## src/rtl/xlate_pkg.sv

```systemverilog
package xlate_pkg;
  typedef enum logic [1:0] {
    ACC_LOAD  = 2'd0,
    ACC_STORE = 2'd1,
    ACC_FETCH = 2'd2
  } acc_kind_e;

  typedef enum logic [1:0] {
    FLT_NONE   = 2'd0,
    FLT_ABSENT = 2'd1,
    FLT_RIGHTS = 2'd2
  } fault_e;

  localparam logic [1:0] PERM_RO = 2'b00;
  localparam logic [1:0] PERM_RW = 2'b01;
  localparam logic [1:0] PERM_EX = 2'b10;

  typedef enum logic {
    WS_IDLE = 1'b0,
    WS_WAIT = 1'b1
  } walk_state_e;
endpackage

```

## src/rtl/xlate_rights.sv

```systemverilog
module xlate_rights
  import xlate_pkg::*;
(
  input  logic [1:0] perm,
  input  logic [1:0] kind,
  output logic       allowed
);
  always_comb begin
    case (perm)
      PERM_RO: allowed = (kind == ACC_LOAD);
      PERM_RW: allowed = (kind == ACC_LOAD) || (kind == ACC_STORE);
      PERM_EX: allowed = (kind == ACC_LOAD) || (kind == ACC_FETCH);
      default: allowed = 1'b0;
    endcase
  end
endmodule

```

## src/rtl/xlate_tlb.sv

```systemverilog
module xlate_tlb #(
  parameter int VPN_W   = 22,
  parameter int PPN_W   = 16,
  parameter int ENTRIES = 8
) (
  input  logic             clk,
  input  logic             rst,
  input  logic             flush,
  input  logic [VPN_W-1:0] lk_vpn,
  output logic             lk_hit,
  output logic [PPN_W-1:0] lk_ppn,
  output logic [1:0]       lk_rights,
  input  logic             ins_en,
  input  logic [VPN_W-1:0] ins_vpn,
  input  logic [PPN_W-1:0] ins_ppn,
  input  logic [1:0]       ins_rights
);
  localparam int IDX_W = (ENTRIES > 1) ? $clog2(ENTRIES) : 1;

  typedef struct packed {
    logic             vld;
    logic [VPN_W-1:0] tag;
    logic [PPN_W-1:0] ppn;
    logic [1:0]       rights;
  } slot_t;

  slot_t              slots [ENTRIES];
  logic [ENTRIES-1:0] match;
  logic [ENTRIES-1:0] occupied;
  logic [IDX_W-1:0]   rr_ptr;
  logic [IDX_W-1:0]   free_idx;
  logic               free_found;
  logic [IDX_W-1:0]   victim;

  // One tag comparator per slot.
  for (genvar g = 0; g < ENTRIES; g++) begin : g_cmp
    assign match[g]    = slots[g].vld && (slots[g].tag == lk_vpn);
    assign occupied[g] = slots[g].vld;
  end

  // At most one slot can match, so the hit data is an OR of the masked slots.
  always_comb begin
    lk_ppn    = '0;
    lk_rights = '0;
    for (int i = 0; i < ENTRIES; i++) begin
      lk_ppn    = lk_ppn    | (slots[i].ppn    & {PPN_W{match[i]}});
      lk_rights = lk_rights | (slots[i].rights & {2{match[i]}});
    end
  end
  assign lk_hit = |match;

  // Lowest-numbered empty slot wins; otherwise fall back to the pointer.
  always_comb begin
    free_found = 1'b0;
    free_idx   = '0;
    for (int i = ENTRIES - 1; i >= 0; i--) begin
      if (!occupied[i]) begin
        free_found = 1'b1;
        free_idx   = IDX_W'(i);
      end
    end
  end
  assign victim = free_found ? free_idx : rr_ptr;

  always_ff @(posedge clk) begin
    if (rst) begin
      for (int i = 0; i < ENTRIES; i++) slots[i] <= '0;
      rr_ptr <= '0;
    end else if (flush) begin
      for (int i = 0; i < ENTRIES; i++) slots[i].vld <= 1'b0;
    end else if (ins_en) begin
      slots[victim] <= '{vld: 1'b1, tag: ins_vpn, ppn: ins_ppn, rights: ins_rights};
      if (!free_found) begin
        rr_ptr <= (rr_ptr == IDX_W'(ENTRIES - 1)) ? '0 : rr_ptr + IDX_W'(1);
      end
    end
  end
endmodule

```

## src/rtl/xlate_walker.sv

```systemverilog
module xlate_walker
  import xlate_pkg::*;
#(
  parameter int VA_W  = 32,
  parameter int PA_W  = 26,
  parameter int OFS_W = 10,
  parameter int PPN_W = 16,
  parameter int PTE_W = 32,
  parameter int VPN_W = VA_W - OFS_W
) (
  input  logic             clk,
  input  logic             rst,
  input  logic             req_valid,
  output logic             req_ready,
  input  logic [VA_W-1:0]  req_vaddr,
  input  logic [1:0]       req_kind,
  output logic             rsp_valid,
  output logic [PA_W-1:0]  rsp_paddr,
  output logic [1:0]       rsp_fault,
  output logic             mem_rd_en,
  output logic [PA_W-1:0]  mem_rd_addr,
  input  logic             mem_rd_valid,
  input  logic [PTE_W-1:0] mem_rd_data,
  input  logic [PA_W-1:0]  ptb,
  input  logic             flush,
  output logic [VPN_W-1:0] lk_vpn,
  input  logic             lk_hit,
  input  logic [PPN_W-1:0] lk_ppn,
  input  logic [1:0]       lk_rights,
  output logic             ins_en,
  output logic [VPN_W-1:0] ins_vpn,
  output logic [PPN_W-1:0] ins_ppn,
  output logic [1:0]       ins_rights
);
  localparam int V_BIT  = PTE_W - 1;
  localparam int R_HI   = PTE_W - 2;
  localparam int SPARE  = PTE_W - 3 - PPN_W;

  walk_state_e      state;
  logic [VPN_W-1:0] pend_vpn;
  logic [OFS_W-1:0] pend_ofs;
  logic [1:0]       pend_kind;
  logic             keep_fill;

  logic             accept;
  logic             pte_v;
  logic [1:0]       pte_r;
  logic [PPN_W-1:0] pte_ppn;
  logic [SPARE-1:0] pte_unused;
  logic [1:0]       chk_perm;
  logic [1:0]       chk_kind;
  logic             perm_ok;
  logic [PA_W-1:0]  walk_addr;

  assign req_ready  = (state == WS_IDLE);
  assign accept     = req_valid && req_ready;
  assign lk_vpn     = req_vaddr[VA_W-1:OFS_W];

  assign pte_v      = mem_rd_data[V_BIT];
  assign pte_r      = mem_rd_data[R_HI -: 2];
  assign pte_ppn    = mem_rd_data[PPN_W-1:0];
  assign pte_unused = mem_rd_data[PTE_W-4 -: SPARE];

  // Entry address: base plus page number scaled by the 4-byte entry size.
  assign walk_addr  = ptb + PA_W'({lk_vpn, 2'b00});

  // One rights checker, fed from the cache on a hit or from memory on a refill.
  assign chk_perm   = (state == WS_IDLE) ? lk_rights : pte_r;
  assign chk_kind   = (state == WS_IDLE) ? req_kind  : pend_kind;

  xlate_rights u_rights (
    .perm    (chk_perm),
    .kind    (chk_kind),
    .allowed (perm_ok)
  );

  assign ins_en     = (state == WS_WAIT) && mem_rd_valid && pte_v && keep_fill && !flush;
  assign ins_vpn    = pend_vpn;
  assign ins_ppn    = pte_ppn;
  assign ins_rights = pte_r;

  always_ff @(posedge clk) begin
    if (rst) begin
      state       <= WS_IDLE;
      rsp_valid   <= 1'b0;
      rsp_paddr   <= '0;
      rsp_fault   <= FLT_NONE;
      mem_rd_en   <= 1'b0;
      mem_rd_addr <= '0;
      pend_vpn    <= '0;
      pend_ofs    <= '0;
      pend_kind   <= '0;
      keep_fill   <= 1'b0;
    end else begin
      rsp_valid <= 1'b0;
      mem_rd_en <= 1'b0;
      case (state)
        WS_IDLE: begin
          if (accept) begin
            if (lk_hit) begin
              rsp_valid <= 1'b1;
              if (perm_ok) begin
                rsp_paddr <= PA_W'({lk_ppn, req_vaddr[OFS_W-1:0]});
                rsp_fault <= FLT_NONE;
              end else begin
                rsp_paddr <= '0;
                rsp_fault <= FLT_RIGHTS;
              end
            end else begin
              state       <= WS_WAIT;
              mem_rd_en   <= 1'b1;
              mem_rd_addr <= walk_addr;
              pend_vpn    <= lk_vpn;
              pend_ofs    <= req_vaddr[OFS_W-1:0];
              pend_kind   <= req_kind;
              keep_fill   <= 1'b1;
            end
          end
        end
        WS_WAIT: begin
          if (flush) keep_fill <= 1'b0;
          if (mem_rd_valid) begin
            state     <= WS_IDLE;
            rsp_valid <= 1'b1;
            if (!pte_v) begin
              rsp_paddr <= '0;
              rsp_fault <= FLT_ABSENT;
            end else if (!perm_ok) begin
              rsp_paddr <= '0;
              rsp_fault <= FLT_RIGHTS;
            end else begin
              rsp_paddr <= PA_W'({pte_ppn, pend_ofs});
              rsp_fault <= FLT_NONE;
            end
          end
        end
        default: state <= WS_IDLE;
      endcase
    end
  end
endmodule

```

## src/rtl/xlate_unit.sv

```systemverilog
module xlate_unit #(
  parameter int VA_W    = 32,
  parameter int PA_W    = 26,
  parameter int OFS_W   = 10,
  parameter int PPN_W   = 16,
  parameter int PTE_W   = 32,
  parameter int ENTRIES = 8
) (
  input  logic             clk,
  input  logic             rst,
  input  logic             req_valid,
  output logic             req_ready,
  input  logic [VA_W-1:0]  req_vaddr,
  input  logic [1:0]       req_kind,
  output logic             rsp_valid,
  output logic [PA_W-1:0]  rsp_paddr,
  output logic [1:0]       rsp_fault,
  output logic             mem_rd_en,
  output logic [PA_W-1:0]  mem_rd_addr,
  input  logic             mem_rd_valid,
  input  logic [PTE_W-1:0] mem_rd_data,
  input  logic             ptb_wr_en,
  input  logic [PA_W-1:0]  ptb_wr_data
);
  localparam int VPN_W = VA_W - OFS_W;

  logic [PA_W-1:0]  ptb_q;
  logic             flush;
  logic [VPN_W-1:0] lk_vpn;
  logic             lk_hit;
  logic [PPN_W-1:0] lk_ppn;
  logic [1:0]       lk_rights;
  logic             ins_en;
  logic [VPN_W-1:0] ins_vpn;
  logic [PPN_W-1:0] ins_ppn;
  logic [1:0]       ins_rights;

  assign flush = ptb_wr_en;

  always_ff @(posedge clk) begin
    if (rst)            ptb_q <= '0;
    else if (ptb_wr_en) ptb_q <= ptb_wr_data;
  end

  xlate_tlb #(
    .VPN_W   (VPN_W),
    .PPN_W   (PPN_W),
    .ENTRIES (ENTRIES)
  ) u_tlb (
    .clk        (clk),
    .rst        (rst),
    .flush      (flush),
    .lk_vpn     (lk_vpn),
    .lk_hit     (lk_hit),
    .lk_ppn     (lk_ppn),
    .lk_rights  (lk_rights),
    .ins_en     (ins_en),
    .ins_vpn    (ins_vpn),
    .ins_ppn    (ins_ppn),
    .ins_rights (ins_rights)
  );

  xlate_walker #(
    .VA_W  (VA_W),
    .PA_W  (PA_W),
    .OFS_W (OFS_W),
    .PPN_W (PPN_W),
    .PTE_W (PTE_W),
    .VPN_W (VPN_W)
  ) u_walk (
    .clk          (clk),
    .rst          (rst),
    .req_valid    (req_valid),
    .req_ready    (req_ready),
    .req_vaddr    (req_vaddr),
    .req_kind     (req_kind),
    .rsp_valid    (rsp_valid),
    .rsp_paddr    (rsp_paddr),
    .rsp_fault    (rsp_fault),
    .mem_rd_en    (mem_rd_en),
    .mem_rd_addr  (mem_rd_addr),
    .mem_rd_valid (mem_rd_valid),
    .mem_rd_data  (mem_rd_data),
    .ptb          (ptb_q),
    .flush        (flush),
    .lk_vpn       (lk_vpn),
    .lk_hit       (lk_hit),
    .lk_ppn       (lk_ppn),
    .lk_rights    (lk_rights),
    .ins_en       (ins_en),
    .ins_vpn      (ins_vpn),
    .ins_ppn      (ins_ppn),
    .ins_rights   (ins_rights)
  );
endmodule

```

## config.mk

```make
export PLATFORM = sky130hd
export DESIGN_NAME = xlate_unit
export DESIGN_NICKNAME = d
export VERILOG_FILES = /design/src/rtl/xlate_pkg.sv /design/src/rtl/xlate_rights.sv /design/src/rtl/xlate_tlb.sv /design/src/rtl/xlate_walker.sv /design/src/rtl/xlate_unit.sv
export SDC_FILE = /design/constraint.sdc
export NUM_CORES = 1
export LEC_CHECK = 0
export ABC_AREA = 1
export BUFFER_PORTS_ARGS = -buffer_cell sky130_fd_sc_hd__buf_2
export CORE_ASPECT_RATIO = 0.5
export CORE_UTILIZATION = 26
export DETAILED_ROUTE_END_ITERATION = 7
export PLACE_DENSITY = 0.43
export SETUP_SLACK_MARGIN = 0.15
export SLEW_MARGIN = 25
export SYNTH_ARGS = -nofsm -noshare
export SYNTH_HDL_FRONTEND = slang
export SYNTH_SLANG_ARGS = --single-unit
```

## constraint.sdc

```tcl
create_clock -name clk -period 4.44 [get_ports clk]
set_clock_uncertainty 0.1 [all_clocks]
set_input_delay 0.444 -clock clk [delete_from_list [all_inputs] [get_ports clk]]
set_output_delay 0.444 -clock clk [all_outputs]
set_load 0.005 [all_outputs]
```

==> reports/qor.csv, run 1 <==
stage,metric,value,unit
timing,min_period,3.78,ns
clock_network,cts_tree,done,
floorplanning,die_w,410,microns
placed_design,hpwl,50000,microns
synth,syn-cell-area,21600,sq um
clock_network,numCtsBuffers,48,
setup_path,end_kind,flip-flop,
final_layout,drive_above_1_share,0.126,
final_layout,design_area,25700,sq um
route,vias,17700,
clock_network,clk_pin_slew_worst_paths,0.07,ns
setup_path,r2r_start,u_tlb.slots[2][34],
floorplanning,core,82000,sq um
final_layout,final_cells,3907,
placed_design,io_buffers,140,
route,routed_wl,76200,microns
clock_network,clock_latency,0.61,ns
global_routing,grt_remaining_overflow,0,
final_layout,area_delta_synth_final,18.7,%
timing,setup_viol,0,
setup_path,criticalPathCategory,reg -> reg,
setup_path,path_max_fanout,6,
final_layout,mostFrequentLayoutCells,"nor2_1, nand2_1, edfxtp_1, inv_1, o21ai_0",
synth,avgSynthCellArea,8.43,sq um
timing,tightest_slew,0.938,ns
timing,fin_tns_setup,0,ns
clock_network,clk_path_buf_depth,3,
worst_hold_path,min-delay-start,ptb_wr_data[8],
synth,yosysSeqAreaShare,0.564,
synth,synthCells,2567,
floorplanning,die-area,84400,sq um
global_routing,grt_max_degree,79,
route,wl_per_cell,19.5,microns
power_and_ir_drop,vdd_drop_max,0.240,mV
power_and_ir_drop,power.density,379,nW/um^2
route,viasPerCell,4.52,
final_layout,fin_nets,2890,
setup_path,cp_slowest_cell,edfxtp_1,
run,drv_cap,0,
synth,ys.flop_type,edfxtp_1,
setup_path,crit_required,4.88,ns
setup_path,path_delay_family,simple AND/OR/NAND/NOR gates,
synth,yosys_warnings,0,
final_layout,n_fill_cell,8776,
run_status,status,"complete, but fails checks",
route,first_pass_iters,8,
setup_path,crit_chain,nand2_1 -> nand2_1 -> nor2_1 -> nand2_1 -> nor2_1 -> buf_4 -> nand3_2 -> inv_2 -> nand2_1 -> o21ai_0 -> a21oi_1 -> nand3_1 -> o21ai_0 -> ha_1 -> a21oi_1 -> o221ai_1 -> buf_4 -> nor2_2 -> buf_12 -> inv_1 -> o21ai_0 -> nor2_1 -> nor2_1,
placed_design,placed_area,23800,sq um
global_routing,grt_antenna_before_repair,3,
global_routing,grt_pass1_wl,110000,microns
run_status,violations,DRC,
final_layout,final_common_cell,nor2_1,
synth,synth_cell_types,44,
clock_network,clockRootBuffer,clkbuf_16,
floorplanning,die_h,206,microns
route,drc,8,
power_and_ir_drop,power_leakage,10.7,nW
timing,fin_crit_sh,0.852,
synth,ys_async_sr_fraction,0,
setup_path,startpoint,u_tlb.slots[2][34],
setup_path,worst-endpoint-arrival,4.22,ns
global_routing,grt_pass1_vias,16700,
timing,maxSlewViolCount,0,
setup_path,critical_path.max_stage_delay,0.42,ns
floorplanning,ios,154,
setup_path,cp-start-kind,flip-flop,
route,first_iter_violations,1531,
timing,rsz0062_at_grt,no,
timing,slew_headroom,0.374,
floorplanning,row_count,74,
clock_network,cts.sinks,449,
route,ant_nets,0,
synth,ys_seq_elements,449,
placed_design,dp_cells,3784,
timing,max_clock_freq,264,MHz
floorplanning,start_util,0.264,
setup_path,path_buf_inv,5,
clock_network,htreeDepth,2,
global_routing,grt_usage,0.178,
synth,synth_edf_count,320,
timing,final_hold_viol_count,0,
placed_design,gp_congestion,0.844,
worst_hold_path,hp-class,in -> reg,
synth,syn_nets,2692,
==> what timing repair did <==
action	CTS	global route
resized for setup	0	0
hold buffers	33	0
endpoints found under the setup margin	0	0
hold endpoints to repair	34	0
setup buffers	0	0
==> cell type report <==
cell class | instances | area (sq um) | share of cell area
Inverter | 268 | 1010 | 0.0394
Tap cell | 1102 | 1380 | 0.0537
Clock buffer | 70 | 1330 | 0.0517
Timing Repair Buffer | 254 | 1710 | 0.0667
Multi-Input combinational cell | 1744 | 7880 | 0.307
Antenna cell | 3 | 7.51 | 0.000292
Clock inverter | 17 | 169 | 0.00658
Sequential cell | 449 | 12200 | 0.475
==> final timing paths <==
kind | depth (start not counted) | slack [ns] | endpoint
setup reg to reg | 23 | 0.66 | u_walk.rsp_paddr[7]
hold reg to reg | 2 | 0.35 | u_walk.mem_rd_addr[4]
hold / removal | 3 | 0.02 | ptb_q[8]
setup / recovery | 23 | 0.66 | u_walk.rsp_paddr[7]
==> metal layers <==
| layer | GRT usage | vias up | part of all wire |
|---|---|---|---|
| li1 | - | 8664 | - |
| met3 | 0.0298 | 104 | 0.056 |
| met2 | 0.293 | 407 | 0.46 |
| met1 | 0.241 | 8502 | 0.46 |
| met5 | 0 | - | 0.00017 |
| met4 | 0.0512 | 2 | 0.025 |
==> cells by family after synthesis <==
| group | share of synthesized area |
|---|---|
| buffers and inverters | 0.0741 |
| and+or+nand+nor | 0.245 |
| DFF | 0.564 |
| xor gates and xnor gates | 0.0190 |
| adders and majority gates | 0.0165 |
| AOI/OAI and AO/OA | 0.0820 |
==> through the flow <==
step / setup slack [ns] / hold WS, ns / utilization / power (mW)
floorplan: 1.10 / 0.324 / - / 5.40
global placement: 0.302 / 0.336 / 0.291 / 5.83
detailed placement: 0.277 / 0.338 / 0.291 / 5.84
CTS: 0.747 / 0.00738 / 0.313 / 9.85
global route: 0.369 / 0.0333 / 0.313 / 10.1
finish: 0.659 / 0.0232 / 0.313 / 9.74
==> registers in the layout (all words and copies together), names as in the netlist <==
name	count
u_tlb.slots	328
u_walk.pend_ofs	10
u_walk.pend_kind	2
u_walk.rsp_valid	1
u_walk.rsp_paddr	26
u_walk.keep_fill	1
u_walk.state	1
u_tlb.rr_ptr	3
u_walk.ins_vpn	22
u_walk.mem_rd_addr	26
u_walk.rsp_fault	2
u_walk.mem_rd_en	1
ptb_q	26
==> power by group <==
| part | leakage (nW) | internal (mW) | switching [mW] |
|---|---|---|---|
| registers | 4.36 | 4.66 | 0.0782 |
| logic | 5.65 | 0.321 | 0.704 |
| clock network | 0.734 | 2.25 | 1.73 |
==> synthesized netlist by cell type (2+ instances only) <==
library cell  number  area [sq um]
a22oi_1            8          60.1
dfxtp_1          129          2580
nor4_1             4          25.0
nand2_1          605          2270
xor2_1            16           140
nor2_1           613          2300
o21ai_1           52           260
a21boi_0           2          15.0
clkbuf_1          32           120
clkinv_1          26          97.6
nor2_4             6          67.6
xnor2_1           31           272
o21ai_0          162           811
nand2_2            2          12.5
inv_1            220           826
nand2_4            2          22.5
nand4_1           44           275
a21oi_1          108           541
a21o_1             2          15.0
nand3_2            7          70.1
o22ai_1            4          25.0
buf_6              7          78.8
inv_2             21          78.8
nor3_1             4          20.0
buf_2             46           230
ha_1              27           338
nor2_2             7          43.8
edfxtp_1         320          9610
nand3_1           26           130
buf_4             20           150
==> worst reg2reg max path: stages, from the launching register on <==
cell      delay [ns]
edfxtp_1        0.42
nand2_1         0.15
nand2_1         0.06
nor2_1          0.19
nand2_1         0.11
nor2_1          0.35
buf_4           0.21
nand3_2         0.12
inv_2           0.10
nand2_1         0.05
o21ai_0         0.09
a21oi_1         0.06
nand3_1         0.07
o21ai_0         0.12
ha_1            0.33
a21oi_1         0.15
o221ai_1        0.14
buf_4           0.17
nor2_2          0.17
buf_12          0.16
inv_1           0.05
o21ai_0         0.17
nor2_1          0.07
nor2_1          0.10
Note: power is estimated with default switching activity, not from simulation.
==> run 2: changes to the inputs <==
Settings changed: CORE_ASPECT_RATIO 0.5 to 0.6, CTS_BUF_LIST from default to sky130_fd_sc_hd__clkbuf_4 sky130_fd_sc_hd__clkbuf_8 sky130_fd_sc_hd__clkbuf_16.
==> run 2 against run 1 <==
The run now ends clean; die area barely moved; via count grew 2.2%; worst setup slack worse by 0.012 ns; register-to-register slack about the same; critical path type unchanged; largest power group unchanged; highest routed layer is now met4.
==> reports/qor.csv, run 2 (synthesized netlist as in run 1, its figures left out) <==
stage,metric,value,unit
power_and_ir_drop,power,10.1,mW
power_and_ir_drop,pwr-share-seq,0.471,
floorplanning,ios,154,
route,drc,0,
floorplanning,die_h,225,microns
timing,slew_headroom,0.398,
timing,fin_tns_setup,0,ns
setup_path,path_max_fanout,10,
final_layout,fin_util,0.314,
run_status,status,"complete, no violations",
timing,rsz0062_at_grt,no,
floorplanning,start_util,0.264,
route,first_pass_iters,5,
route,viasPerCell,4.66,
timing,final_hold_viol_count,0,
global_routing,grt_max_degree,90,
clock_network,cts_tree,done,
global_routing,grt_pass1_wl,114000,microns
placed_design,gp_congestion,0.864,
clock_network,clock_latency,0.63,ns
setup_path,worst-endpoint-arrival,4.20,ns
route,ant_nets,0,
final_layout,drive_above_1_share,0.132,
final_layout,n_fill_cell,8555,
final_layout,fin_nets,2883,
clock_network,cts.sinks,449,
clock_network,numCtsBuffers,49,
setup_path,end_kind,flip-flop,
clock_network,clk_path_buf_depth,3,
final_layout,final_common_cell,nor2_1,
global_routing,grt_usage,0.186,
timing,fin_crit_sh,0.854,
route,wl_per_cell,20.5,microns
clock_network,postCtsSetupBuffers,0,
power_and_ir_drop,power_leakage,10.8,nW
floorplanning,core,81900,sq um
power_and_ir_drop,power_switching,2.63,mW
clock_network,htreeDepth,2,
clock_network,clockRootBuffer,clkbuf_16,
timing,holdWs,0.0479,ns
timing,max_clock_freq,264,MHz
global_routing,grt_pass1_vias,16900,
final_layout,largest_reg_flops,328,
power_and_ir_drop,p_int,7.45,mW
placed_design,hpwl,54000,microns
final_layout,mostFrequentLayoutCells,"nor2_1, nand2_1, edfxtp_1, inv_1, o21ai_0",
timing,maxSlewViolCount,0,
timing,setup_viol,0,
timing,fin_ws,0.646,ns
global_routing,grt_remaining_overflow,0,
clock_network,clk_pin_slew_worst_paths,0.07,ns
placed_design,io_buffers,140,
global_routing,grt_antenna_before_repair,1,
route,first_iter_violations,1757,
power_and_ir_drop,pwr-share-comb,0.104,
floorplanning,row_count,81,
worst_hold_path,hp-class,in -> reg,
floorplanning,die-area,84400,sq um
setup_path,crit_required,4.84,ns
power_and_ir_drop,power.density,391,nW/um^2
placed_design,dp_slack,0.128,ns
power_and_ir_drop,swShare,0.261,
route,vias,18100,
route,routed_wl,79400,microns
setup_path,criticalPathCategory,reg -> reg,
setup_path,cp-start-kind,flip-flop,
final_layout,largest_register,u_tlb.slots,
run,drv_cap,0,
power_and_ir_drop,p_clk_frac,0.426,
floorplanning,die_w,374,microns
power_and_ir_drop,vdd_drop_max,0.295,mV
final_layout,area_delta_synth_final,19.0,%
timing,min_period,3.79,ns
timing,tightest_slew,0.903,ns
run 2: worst max-delay path, cell delays in order, from the launching register on:
cell and delay [ns]:
edfxtp_1 0.39, nand2_1 0.08, nand2_1 0.06, nor2_1 0.14
nand2_1 0.13, nor2_1 0.37, nand3_2 0.20, inv_2 0.14
nand2_1 0.07, o21ai_0 0.08, a21oi_1 0.06, nand3_1 0.07
o21ai_0 0.27, ha_1 0.43, o22ai_1 0.07, o221ai_1 0.32
nor2_1 0.10, buf_4 0.20, a22oi_1 0.19, nand2_1 0.08
nand2_1 0.07, nor2_1 0.04
run 2: path summary, 6_finish.rpt:
check | startpoint | endpoint | slack (ns) | cells past startpoint
max | u_tlb.slots[2][30] | u_walk.rsp_paddr[1] | 0.65 | 21
min | req_kind[0] | u_walk.pend_kind[0] | 0.05 | 3
min reg2reg | u_walk.mem_rd_addr[4] | u_walk.mem_rd_addr[4] | 0.35 | 2
max reg2reg | u_tlb.slots[2][30] | u_walk.rsp_paddr[1] | 0.65 | 21
run 2: metrics by stage:
stage	instances	cell area (sq um)
4_1_cts	3878	25700
3_3_place_gp	3753	23700
2_1_floorplan	2567	21600
3_5_place_dp	3753	23700
6_report	3879	25700
5_1_grt	3878	25700
run 2: timing repair:
| action | 4_1_cts | 5_1_grt |
|---|---|---|
| endpoints found under the setup margin | 0 | 0 |
| endpoints found under the hold margin | 33 | 0 |
| hold buffers | 33 | 0 |
| gates resized for setup | 0 | 0 |
run 2: per-layer routing:
layer	wire length [microns]	up-vias	GRT usage
met5	0	-	0
met4	1110	0	0.0357
li1	-	8671	-
met3	6500	71	0.0395
met1	40900	8722	0.291
met2	30900	606	0.256
run 2: layout make-up:
| cell class | instances | area (sq um) | share of cell area |
|---|---|---|---|
| diodes | 1 | 2.50 | 0.0000972 |
| multi-input cells | 1744 | 7880 | 0.306 |
| inverters | 268 | 1010 | 0.0393 |
| well taps | 1079 | 1350 | 0.0525 |
| clock inverters | 15 | 128 | 0.00496 |
| flip-flops and latches | 449 | 12200 | 0.474 |
| repair buffers | 246 | 1620 | 0.0628 |
| clock buffers | 77 | 1550 | 0.0603 |
run 2: power by group through the flow:
stage / combinational (mW) / sequential [mW] / clock [mW]
6_report: 1.04 / 4.74 / 4.29
5_1_grt: 1.15 / 4.76 / 4.53
4_1_cts: 1.05 / 4.74 / 4.38
3_5_place_dp: 1.02 / 4.83 / 0
3_3_place_gp: 1.01 / 4.83 / 0
2_1_floorplan: 0.585 / 4.82 / 0
